File: config.mk
export PLATFORM = sky130hd
export DESIGN_NAME = cf_label_tracker
export DESIGN_NICKNAME = d
export VERILOG_FILES = /design/src/rtl/cf_label_pkg.sv /design/src/rtl/cf_lowest_free.sv /design/src/rtl/cf_squash_span.sv /design/src/rtl/cf_label_tracker.sv
export SDC_FILE = /design/constraint.sdc
export NUM_CORES = 1
export LEC_CHECK = 0
export ABC_CLOCK_PERIOD_IN_PS = 3800
export BUFFER_PORTS_ARGS = -buffer_cell sky130_fd_sc_hd__buf_2
export CAP_MARGIN = 40
export CORE_ASPECT_RATIO = 0.9
export CORE_MARGIN = 5
export CORE_UTILIZATION = 41
export DETAILED_ROUTE_END_ITERATION = 16
export PLACE_DENSITY_LB_ADDON = 0.2
export SYNTH_ARGS = -nofsm -noshare
export SYNTH_HDL_FRONTEND = slang
export SYNTH_SLANG_ARGS = --single-unit
File: constraint.sdc
create_clock -name clk -period 3.8 [get_ports clk]
set_clock_uncertainty 0.2 [all_clocks]
set_input_delay 0.38 -clock clk [delete_from_list [all_inputs] [get_ports clk]]
set_output_delay 0.38 -clock clk [all_outputs]
set_load 0.005 [all_outputs]
File: src/rtl/cf_label_pkg.sv
package cf_label_pkg;
  parameter int NUM_LBL = 8;
  localparam int LBL_W = $clog2(NUM_LBL);
endpackage

File: src/rtl/cf_lowest_free.sv
module cf_lowest_free #(
  parameter int N = 8,
  localparam int W = $clog2(N)
) (
  input  logic [N-1:0] free_vec,
  output logic         any_free,
  output logic [W-1:0] pick
);
  always_comb begin
    pick = '0;
    for (int i = N - 1; i >= 0; i--) begin
      if (free_vec[i]) pick = W'(i);
    end
  end
  assign any_free = |free_vec;
endmodule

File: src/rtl/cf_squash_span.sv
module cf_squash_span #(
  parameter int N = 8,
  localparam int W = $clog2(N)
) (
  input  logic [N-1:0][W-1:0] slot_lbl,
  input  logic [N-1:0]        slot_live,
  input  logic [W-1:0]        head,
  input  logic [W:0]          count,
  input  logic [W-1:0]        from_slot,
  output logic [N-1:0]        in_span,
  output logic [N-1:0]        lbl_mask
);
  logic [W-1:0] from_off;
  assign from_off = from_slot - head;

  for (genvar g = 0; g < N; g++) begin : g_slot
    logic [W-1:0] off;
    assign off = W'(g) - head;
    assign in_span[g] = (off >= from_off) && ({1'b0, off} < count) && slot_live[g];
  end

  always_comb begin
    lbl_mask = '0;
    for (int i = 0; i < N; i++) begin
      if (in_span[i]) lbl_mask[slot_lbl[i]] = 1'b1;
    end
  end
endmodule

File: src/rtl/cf_label_tracker.sv
module cf_label_tracker
  import cf_label_pkg::*;
#(
  parameter int N = NUM_LBL,
  localparam int W = $clog2(N)
) (
  input  logic         clk,
  input  logic         rst_n,
  input  logic         alloc_req,
  output logic         alloc_grant,
  output logic [W-1:0] alloc_label,
  output logic [W-1:0] alloc_slot,
  output logic         cur_valid,
  output logic [W-1:0] cur_label,
  input  logic         res_valid,
  input  logic         res_redirect,
  input  logic [W-1:0] res_slot,
  output logic         squash_valid,
  output logic [N-1:0] squash_mask
);
  logic [N-1:0]        free_q, free_d;
  logic [N-1:0][W-1:0] lbl_q, lbl_d;
  logic [N-1:0]        live_q, live_d;
  logic [W-1:0]        head_q, head_d;
  logic [W:0]          cnt_q, cnt_d;
  logic                cur_v_q, cur_v_d;
  logic [W-1:0]        cur_q, cur_d;
  logic                sq_v_q, sq_v_d;
  logic [N-1:0]        sq_m_q, sq_m_d;

  logic         any_free, redir, keep, pop;
  logic [W-1:0] pick, tail, from_off, prev_slot;
  logic [N-1:0] span, mask;

  cf_lowest_free #(.N(N)) u_pick (
    .free_vec(free_q), .any_free(any_free), .pick(pick)
  );

  cf_squash_span #(.N(N)) u_span (
    .slot_lbl(lbl_q), .slot_live(live_q), .head(head_q), .count(cnt_q),
    .from_slot(res_slot), .in_span(span), .lbl_mask(mask)
  );

  assign redir     = res_valid & res_redirect;
  assign keep      = res_valid & ~res_redirect;
  assign pop       = (cnt_q != '0) & ~live_q[head_q];
  assign tail      = head_q + cnt_q[W-1:0];
  assign from_off  = res_slot - head_q;
  assign prev_slot = res_slot - 1'b1;

  assign alloc_grant = alloc_req & ~redir & ~sq_v_q & any_free & (cnt_q != (W+1)'(N));
  assign alloc_label = pick;
  assign alloc_slot  = tail;

  always_comb begin
    free_d  = free_q;
    lbl_d   = lbl_q;
    live_d  = live_q;
    cur_v_d = cur_v_q;
    cur_d   = cur_q;
    head_d  = head_q + W'(pop);
    sq_v_d  = redir;
    sq_m_d  = redir ? mask : '0;
    cnt_d   = cnt_q - (W+1)'(pop) + (W+1)'(alloc_grant);
    if (keep) begin
      free_d[lbl_q[res_slot]] = 1'b1;
      live_d[res_slot]        = 1'b0;
      if (cur_v_q && (cur_q == lbl_q[res_slot])) cur_v_d = 1'b0;
    end
    if (redir) begin
      free_d  = free_q | mask;
      live_d  = live_q & ~span;
      cnt_d   = {1'b0, from_off} - (W+1)'(pop);
      cur_v_d = (from_off != '0) && live_q[prev_slot];
      cur_d   = lbl_q[prev_slot];
    end
    if (alloc_grant) begin
      lbl_d[tail]  = pick;
      live_d[tail] = 1'b1;
      free_d[pick] = 1'b0;
      cur_v_d      = 1'b1;
      cur_d        = pick;
    end
  end

  always_ff @(posedge clk or negedge rst_n) begin
    if (!rst_n) begin
      free_q  <= '1;
      lbl_q   <= '0;
      live_q  <= '0;
      head_q  <= '0;
      cnt_q   <= '0;
      cur_v_q <= 1'b0;
      cur_q   <= '0;
      sq_v_q  <= 1'b0;
      sq_m_q  <= '0;
    end else begin
      free_q  <= free_d;
      lbl_q   <= lbl_d;
      live_q  <= live_d;
      head_q  <= head_d;
      cnt_q   <= cnt_d;
      cur_v_q <= cur_v_d;
      cur_q   <= cur_d;
      sq_v_q  <= sq_v_d;
      sq_m_q  <= sq_m_d;
    end
  end

  assign cur_valid    = cur_v_q;
  assign cur_label    = cur_q;
  assign squash_valid = sq_v_q;
  assign squash_mask  = sq_m_q;

  // a granted label leaves the pool
  a_r2_grant_leaves_pool: assert property (@(posedge clk) disable iff (!rst_n)
    alloc_grant |=> !free_q[$past(alloc_label)]);
  // occupancy never exceeds the queue size
  a_r3_count_bound: assert property (@(posedge clk) disable iff (!rst_n)
    cnt_q <= (W+1)'(N));
  // the current label is always an allocated one
  a_r5_cur_allocated: assert property (@(posedge clk) disable iff (!rst_n)
    cur_v_q |-> !free_q[cur_q]);
  // resolutions name live, occupied slots
  a_r6_resolve_live: assert property (@(posedge clk) disable iff (!rst_n)
    res_valid |-> (live_q[res_slot] && ({1'b0, from_off} < cnt_q)));
  // a squash report covers at least the resolved label
  a_r8_mask_nonempty: assert property (@(posedge clk) disable iff (!rst_n)
    sq_v_q |-> (sq_m_q != '0));
  // no grant in the recovery cycle
  a_r11_recovery_stall: assert property (@(posedge clk) disable iff (!rst_n)
    $past(redir) |-> !alloc_grant);
endmodule

# Yosys cells after proc, flatten, opt, wreduce, memory -nomap -nowiden
# Index checks and enable logic that the tools add are counted.
# Widths: inputs -> output; s select.
# totals
register_bits,60
inputBits,8
output_inout_bits,20
# classes
n_reduce_logical,37
order_cmp,42
n_bitwise,27
n_eq_ne,2
mux,65
n_addsub,15
# ops
op,count
$mux 8,15
$or 8x8->8,10
$lt 3x4->1 const B,14
$mux 3,13
$demux 1 s3,12
$ge 3x1->1 const B,12
$lt 3x4->1,8
$logic_and 1x1->1,30
$and 8x8->8,3
$bwmux 24,1
$ge 3x3->1,8
$not 8->8,3
$bmux 3 s3,2
$mux 1,18
$sub 3x3->3 const A,4
$demux 3 s3,1
$reduce_bool 3->1,3
$reduce_or 8->1,1
$and 1x1->1,7
$bmux 1 s3,2
$sub 1x3->3 const A,2
$sub 2x3->3 const A,2
$add 4x1->4,1
$mux 4,1
other kinds (12),15

# Depth between registers and ports, before layout
# Gate-level depths: netlist of the first run.
# depth
ltp_word,23
mapped_depth,18
ltp_nobuf,15

# Modules after synthesis
# Synthesis of the first run repeated with hierarchy kept, for this count alone.
# hier_totals
hier_cells,524
hier_area_um2,5042.3
# modules_own_cells
module,n_inst,cells_per_inst,area_each_um2,seq_area_each_um2
cf_label_tracker,1,292,3329.4,1511.4
cf_squash_span,1,219,1631.6,0.0
cf_lowest_free,1,13,81.3,0.0

# Worst setup path after synthesis of the first run
# Ideal clock, no wire load.
# synth_timing
path_type,input to register
start,input port res_slot[0]
end,register free_q[7]
path_slack_ps,-509
path_stages,18
t_required_ps,3523
arrival_ps,4032
path_cell_list,buf_2 -> buf_2 -> buf_2 -> inv_1 -> ha_1 -> inv_1 -> fa_1 -> xor2_4 -> nor2_1 -> nor2_1 -> ha_1 -> or3b_1 -> o22ai_1 -> nor2_1 -> nand3_1 -> nor2_1 -> o41a_1 -> o21a_1
# synth_via
elab_chain_cells,23
elab_cells_between_ends,53
# synth_rtl
item,line,source
from (decl),cf_label_tracker.sv:17,"input logic [W-1:0] res_slot,"
$sub 3x3->3,cf_squash_span.sv:14,assign from_off = from_slot - head;
$ge 3x3->1,cf_squash_span.sv:19,"assign in_span[g] = (off >= from_off) && ({1'b0, off} < count) && slot_live[g];"
$logic_and 1x1->1 (2 in series),cf_squash_span.sv:19,
$mux 8,cf_squash_span.sv:25,if (in_span[i]) lbl_mask[slot_lbl[i]] = 1'b1;
$or 8x8->8 (no line),n/a,
$mux 8,cf_squash_span.sv:25,
$or 8x8->8 (no line),n/a,
$mux 8,cf_squash_span.sv:25,
(+7 left out),n/a,
$mux 8,cf_squash_span.sv:25,
$or 8x8->8 (no line),n/a,
$mux 8,cf_squash_span.sv:25,
$or 8x8->8,cf_label_tracker.sv:71,free_d = free_q | mask;
$mux 8 (*),cf_label_tracker.sv:70,if (redir) begin
$and 8x8->8 (no line),n/a,
$mux 8 (*),cf_label_tracker.sv:77,if (alloc_grant) begin
net free_d[7],cf_label_tracker.sv:21,"logic [N-1:0] free_q, free_d;"
to (signal assigned),cf_label_tracker.sv:98,free_q <= free_d;
to (decl),cf_label_tracker.sv:21,
# The timed path passes the listed nets; every way through them passes the cells marked *. The select of a mux whose other input is x is not followed.
# A chain may end at the register's enable or synchronous reset.

# Worst setup path in the final report of the first run
# layout_timing
start,register head_q[0]
end,register free_q[2]
# layout_via
elab_chain_cells,23
elab_cells_between_ends,60
# layout_rtl
item,line,source
from (decl),cf_label_tracker.sv:24,"logic [W-1:0] head_q, head_d;"
from (signal assigned),cf_label_tracker.sv:91,head_q <= '0;
from (signal assigned),cf_label_tracker.sv:101,head_q <= head_d;
$sub 1x3->3 / $sub 3x3->3 (equally long branches),"cf_squash_span.sv:18, cf_squash_span.sv:14",
$lt 3x4->1 / $ge 3x3->1 (equally long branches),cf_squash_span.sv:19,
$logic_and 1x1->1 (2 in series),cf_squash_span.sv:19,
$mux 8,cf_squash_span.sv:25,
$or 8x8->8 (no line),n/a,
$mux 8,cf_squash_span.sv:25,
$or 8x8->8 (no line),n/a,
$mux 8,cf_squash_span.sv:25,
(+7 left out),n/a,
$mux 8,cf_squash_span.sv:25,
$or 8x8->8 (no line),n/a,
$mux 8 (*),cf_squash_span.sv:25,
$or 8x8->8 (*),cf_label_tracker.sv:71,
$mux 8 (*),cf_label_tracker.sv:70,
$and 8x8->8 (no line),n/a,
$mux 8 (*),cf_label_tracker.sv:77,
net free_d[2],cf_label_tracker.sv:21,
# The timed path passes the listed nets; every way through them passes the cells marked *.

==> flow_summary.ini, run 1 <==
[outcome]
status = finished, final reports clean

[drt]
wl_per_cell_microns = 22.97
drc_errors = 0
drt_iter0_drc = 578
first_pass_iters = 5
routed_via_density = 6.081
dr_total_vias = 4713
wirelength_microns = 17800
ant_nets = 0

[die]
core_area_sq_um = 12030
ios = 28
die_h_microns = 114.9
dieArea_sq_um = 14530
dieWidth_microns = 126.5
initial_utilization_pct = 41.65
fp-row-count = 38

[yosys]
synth_area_sq_um = 5010
synthesis.instances = 551
async_flop_share_pct = 100.0
yosysSeqAreaShare_pct = 30.17
synthFlopType = dfrtp_1
syn_area_per_cell_sq_um = 9.092
synth_cell_types = 77
synth-seq-cells = 60
ys_warn_count = 0
synth_edf_count = 0
syn_nets = 598

[sta]
hold_viol = 0
relSlewSlack_pct = 37.91
setup_viol = 0
worst_slack_ns = 0.1925
rsz0062_at_grt = false
tns_ns = 0
fmax_ghz = 0.2772
fin_crit_sh_pct = 94.93
layout_min_cycle_time_ns = 3.608
tightest_slew_ns = 0.9216
hold_slack_ns = 0.2404
drv_slew = 0

[job]
drv_cap = 0

[placed_design]
place.detailed.hpwl_microns = 14150
port_buffers = 27
place_ws_ns = -0.07935
postPlaceCellArea_sq_um = 5643
routabilityCongestion = 1.067

[finish]
design_area_sq_um = 5949
final_nets = 657
final_layout_size_suffix_gt1_share_pct = 23.41
n_antenna_cell = 0
final_common_cell = dfrtp_1
area_growth_pct = 18.76
final_cell_mix = 52 x dfrtp_1, 42 x nand2_1, 41 x buf_4

[grt]
grt_pass1_wl_microns = 27420
grt_start_max_net_pins = 29
grt_pass1_vias = 4601
grt_overflow = 0
antenna_found_initial = 0
grtUsageTotal_pct = 25.15

[pwr]
ir_drop_mv = 0.3953
fin_total_pwr_w = 0.006212
powerDensity_nw_per_um2 = 1044
p_leak_nw = 2.648

[critical_path]
path_cells = ha_4 -> inv_1 -> fa_2 -> xnor2_4 -> nor2_4 -> nor2_4 -> ha_2 -> or3b_4 -> o22ai_4 -> buf_4 -> nor3_1 -> buf_4 -> a211oi_1 -> buf_4 -> o31ai_1 -> o21ai_1 -> a32oi_1
worstSetupStartpointType = flop
required_ns = 3.85
worst_path_most_repeated_cell = buf_4
cp_max_fo = 4
crit_family = compound AO/OA/AOI/OAI gates
cp_num_buf_inv = 4
crit_arrival_ns = 3.66
worstSetupPathType = flop to flop
endpoint_kind = flop
max_stage_delay_ns = 0.43
critPathSlowestCell = fa_2

[clock_tree]
htree_num_levels = 3
cts.reportedPaths.clkPinSlew_ns = 0.06
cts-root-buf = clkbuf_16
cts_setup_buffers = 0
clock_latency_ns = 0.35
cts_tree = done
cts.sinks = 60
cts_max_path_buffers = 2
cts_buffers = 9

[worst_hold_path]
min_path_type = input port to flop
[final cells by class]
type | count | area, sq um
well taps | 160 | 200.2
flip-flops and latches | 60 | 1511
multi-input cells | 429 | 3351
clock buffers | 10 | 239.0
clock inverters | 6 | 38.79
inverters | 41 | 156.4
repair buffers | 69 | 452.9
fillers | 1169 | 6080
[per-layer routing]
| layer | track usage, % | routed length [microns] |
|---|---|---|
| met1 | 36.02 | 8039 |
| met2 | 38.40 | 7915 |
| met3 | 5.574 | 1503 |
| met4 | 7.076 | 339 |
| met5 | 0 | 0 |
[where the power goes]
group | total, W | internal (W) | switching (W)
Clock | 0.000781 | 0.000457 | 0.000324
Sequential | 0.00132 | 0.000904 | 0.000413
Combinational | 0.00411 | 0.00172 | 0.00239
[path summary, 6_finish.rpt]
kind / end / slack [ns] / start / cells after the start
min: cur_valid / 0.24 / res_valid / 3
max reg2reg: free_q[2] / 0.19 / head_q[0] / 17
min in group asynchronous: cnt_q[0] / 0.35 / rst_n / 2
max: free_q[2] / 0.19 / head_q[0] / 17
min reg2reg: cur_valid / 0.32 / cur_valid / 1
max in group asynchronous: free_q[0] / 2.23 / rst_n / 3
[logic make-up after synthesis]
kind of cell,count (synthesis),synth area share [%]
buf+inv,62,5.095
simple gates,202,21.38
xor+xnor,16,3.621
flops,60,30.17
mux,38,10.66
fa+ha+maj,39,10.34
compound gates,134,18.73
[synth_stat cells, types with 6 or more instances]
library cell  count  share of area (%)
nand3_1          16                1.6
nor3_1           17                1.7
nor2_1           41                3.1
nor3b_1           7                1.0
a211oi_1          7                1.0
nand2_1          42                3.1
a21o_1            7                1.0
mux2i_1          14                2.8
nor4_1           10                1.2
clkbuf_1         14                1.0
dfstp_2           8                4.2
o2111ai_1         6                1.0
mux2_2           13                2.9
nand2b_1          7               0.87
inv_1            39                2.9
ha_1             35                8.7
o21ai_0          35                3.5
nand4_1           8                1.0
dfrtp_1          52                 26
nor2b_1          19                2.4
a21oi_1          19                1.9
mux4_2           11                4.9
and2_1            6               0.75
xor2_1            6                1.0
xnor2_1           6                1.0
[through the flow]
| step | util [%] | instances |
|---|---|---|
| floorplan | - | 551 |
| global placement | 46.91 | 758 |
| detailed placement | 46.91 | 758 |
| CTS | 49.30 | 775 |
| global route | 49.46 | 775 |
| finish | 49.46 | 775 |
[tightest hold or removal path, stage by stage]
cell	delay [ns]
buf_2	0.12
nand4_1	0.09
a311o_1	0.16
[sequential cells by signal, indices dropped and copies added (netlist names), 3 cells and up]
register / cells
lbl_q: 24
live_q: 8
cnt_q: 4
free_q: 8
squash_mask: 8
head_q: 3
cur_label: 3
[repair_timing]
item                                    in CTS  in global routing
hold buffers                                 1                  0
hold endpoints to repair                    17                  0
resized for setup                            0                  3
endpoints found under the setup margin       0                  5
Power figures use the tool's default switching activity.
==> inputs of run 2 (changes only) <==
CORE_MARGIN = unset   (was 5)
==> run 2 against run 1 <==
Compared with the run above:
- critical path depth is 4 lower
- wire length is 4.3% lower
- first-iteration DRC count is 28% lower
- clock power is 4.7% higher
- combinational power hardly changed
- die area is 13% lower
- fmax is 0.44% lower
- setup slack worse by 0.016 ns
- non-clock buffer count is 7 lower
- via count is 2.2% lower
- global-route usage is 3.0 points higher
==> flow_summary.ini, run 2 (synthesized netlist as in run 1, its figures left out) <==
[outcome]
status = finished, final reports clean

[placed_design]
port_buffers = 27
place.detailed.hpwl_microns = 13520
place_ws_ns = 0.05408
routabilityCongestion = 0.9601
dp.cells = 748
postPlaceCellArea_sq_um = 5593

[finish]
post-route-util_pct = 50.55
fillers = 1104
multi_input_area_sq_um = 3338
final_nets = 650
top_register = lbl_q
final_cells = 765
final_common_cell = dfrtp_1
design_area_sq_um = 5897
area_growth_pct = 17.71
final_cell_mix = 52 x dfrtp_1, 42 x nand2_1, 37 x inv_1, 37 x nor2_1, 35 x buf_4
seqCellArea_sq_um = 1511
final_layout_size_suffix_gt1_share_pct = 22.04
largest_reg_flops = 24

[die]
dieArea_sq_um = 12670
dieWidth_microns = 118.5
ios = 28
fp-row-count = 37
core_area_sq_um = 11670
die_h_microns = 106.9
initial_utilization_pct = 42.94

[sta]
fin_crit_sh_pct = 95.35
worst_slack_ns = 0.1766
layout_min_cycle_time_ns = 3.623
fmax_ghz = 0.2760
setup_viol = 0
rsz0062_at_grt = false
relSlewSlack_pct = 33.55
drv_slew = 0
tightest_slew_ns = 0.9882
hold_viol = 0

[drt]
wl_per_cell_microns = 22.27
dr_total_vias = 4610
drc_errors = 0
routed_via_density = 6.026
first_pass_iters = 5
wirelength_microns = 17040
drt_iter0_drc = 419
ant_nets = 0

[grt]
grt_start_max_net_pins = 61
grt_pass1_wl_microns = 26260
grtUsageTotal_pct = 28.16
antenna_found_initial = 1
grt_overflow = 0
grt_pass1_vias = 4387

[pwr]
combinationalPowerShare_pct = 66.3
power.internal_w = 0.003125
p_sw_share_pct = 49.56
clkPwrFrac_pct = 13.2
fin_total_pwr_w = 0.006196
ir_drop_mv = 0.3781
p_sw_w = 0.003071
sequentialPowerShare_pct = 20.5
powerDensity_nw_per_um2 = 1051
p_leak_nw = 2.612

[clock_tree]
cts.sinks = 60
cts.reportedPaths.clkPinSlew_ns = 0.06
cts_resized = 0
cts_setup_buffers = 0
cts-root-buf = clkbuf_16
cts_tree = done
cts_max_path_buffers = 2
cts_hold_repair.buffers = 0
clock_latency_ns = 0.33
cts_buffers = 9
htree_num_levels = 3

[critical_path]
endpoint_kind = flop
worstSetupStartpointType = flop
worstSetupPathType = flop to flop
r2r_setup_slack_ns = 0.18
crit_arrival_ns = 3.67
cp_max_fo = 5
worstRegToRegCells = 13
max_stage_delay_ns = 0.59
critPathSlowestCell = fa_2
worst_path_most_repeated_cell = ha_4
required_ns = 3.85
path_cells = ha_4 -> inv_1 -> fa_2 -> inv_2 -> ha_4 -> nor2b_1 -> a2111oi_4 -> or3_1 -> buf_4 -> or3b_1 -> o2111ai_1 -> o21ai_1 -> a22oi_1

[worst_hold_path]
min_path_type = input port to async pin

[job]
drv_cap = 0
[run 2: changes by cell type in the layout (fill, tap and decap cells not counted)]
cell,before,now
dlygate4sd3_1,1,0
clkbuf_1,0,2
buf_4,41,35
diode_2,0,1
clkinvlp_4,2,0
inv_6,1,0
clkinv_2,3,2
clkinv_4,0,1
bufinv_16,0,1
o2111ai_1,4,6
o2111ai_2,2,0
[run 2: final cells by class]
| cell class | count | area share, % |
|---|---|---|
| diodes | 1 | 0.04244 |
| clock buffers | 12 | 4.180 |
| clock inverters | 4 | 0.8275 |
| inverters | 41 | 2.652 |
| multi-input cells | 429 | 56.61 |
| flip-flops and latches | 60 | 25.63 |
| well taps | 156 | 3.310 |
| repair buffers | 62 | 6.747 |
[run 2: metal layers]
metal | share of wire (%) | GRT usage (%) | wire length (microns) | vias up
met5 | 0 | 0 | 0 | -
met4 | 1.7 | 6.781 | 287 | 0
met3 | 8.0 | 6.489 | 1362 | 19
met2 | 44 | 42.65 | 7492 | 203
met1 | 46 | 40.40 | 7898 | 2244
li1 | - | - | - | 2144
[run 2: critical path, delay by kind of cell (launching register included)]
family | cells | cell delay (ns)
simple gates | 3 | 1.00
compound gates | 4 | 0.65
flops | 1 | 0.38
fa+ha+maj | 3 | 1.01
buf+inv | 3 | 0.31
[run 2: worst paths after layout]
check,endpoint,startpoint
max,free_q[0],head_q[0]
min,cnt_q[0],rst_n
max reg2reg,free_q[0],head_q[0]
min reg2reg,cur_valid,cur_valid
max in group asynchronous,live_q[0],rst_n
min in group clk,cur_valid,res_valid
[run 2: per-stage QoR]
step                      setup TNS, ns  hold slack, ns
after floorplan                -0.02487         -0.1156
after global placement                0          0.3059
after detailed placement              0          0.3136
after CTS                             0         0.04870
after global routing                  0         0.06920
final                                 0        0.001875
[run 2: power by group through the flow]
stage | logic [W] | clock network (W) | registers [W]
global route | 0.00452 | 0.000857 | 0.00131
detailed placement | 0.00403 | 0 | 0.00127
CTS | 0.00405 | 0.000827 | 0.00126
floorplan | 0.00279 | 0 | 0.00113
global placement | 0.00398 | 0 | 0.00127
finish | 0.00411 | 0.000818 | 0.00127
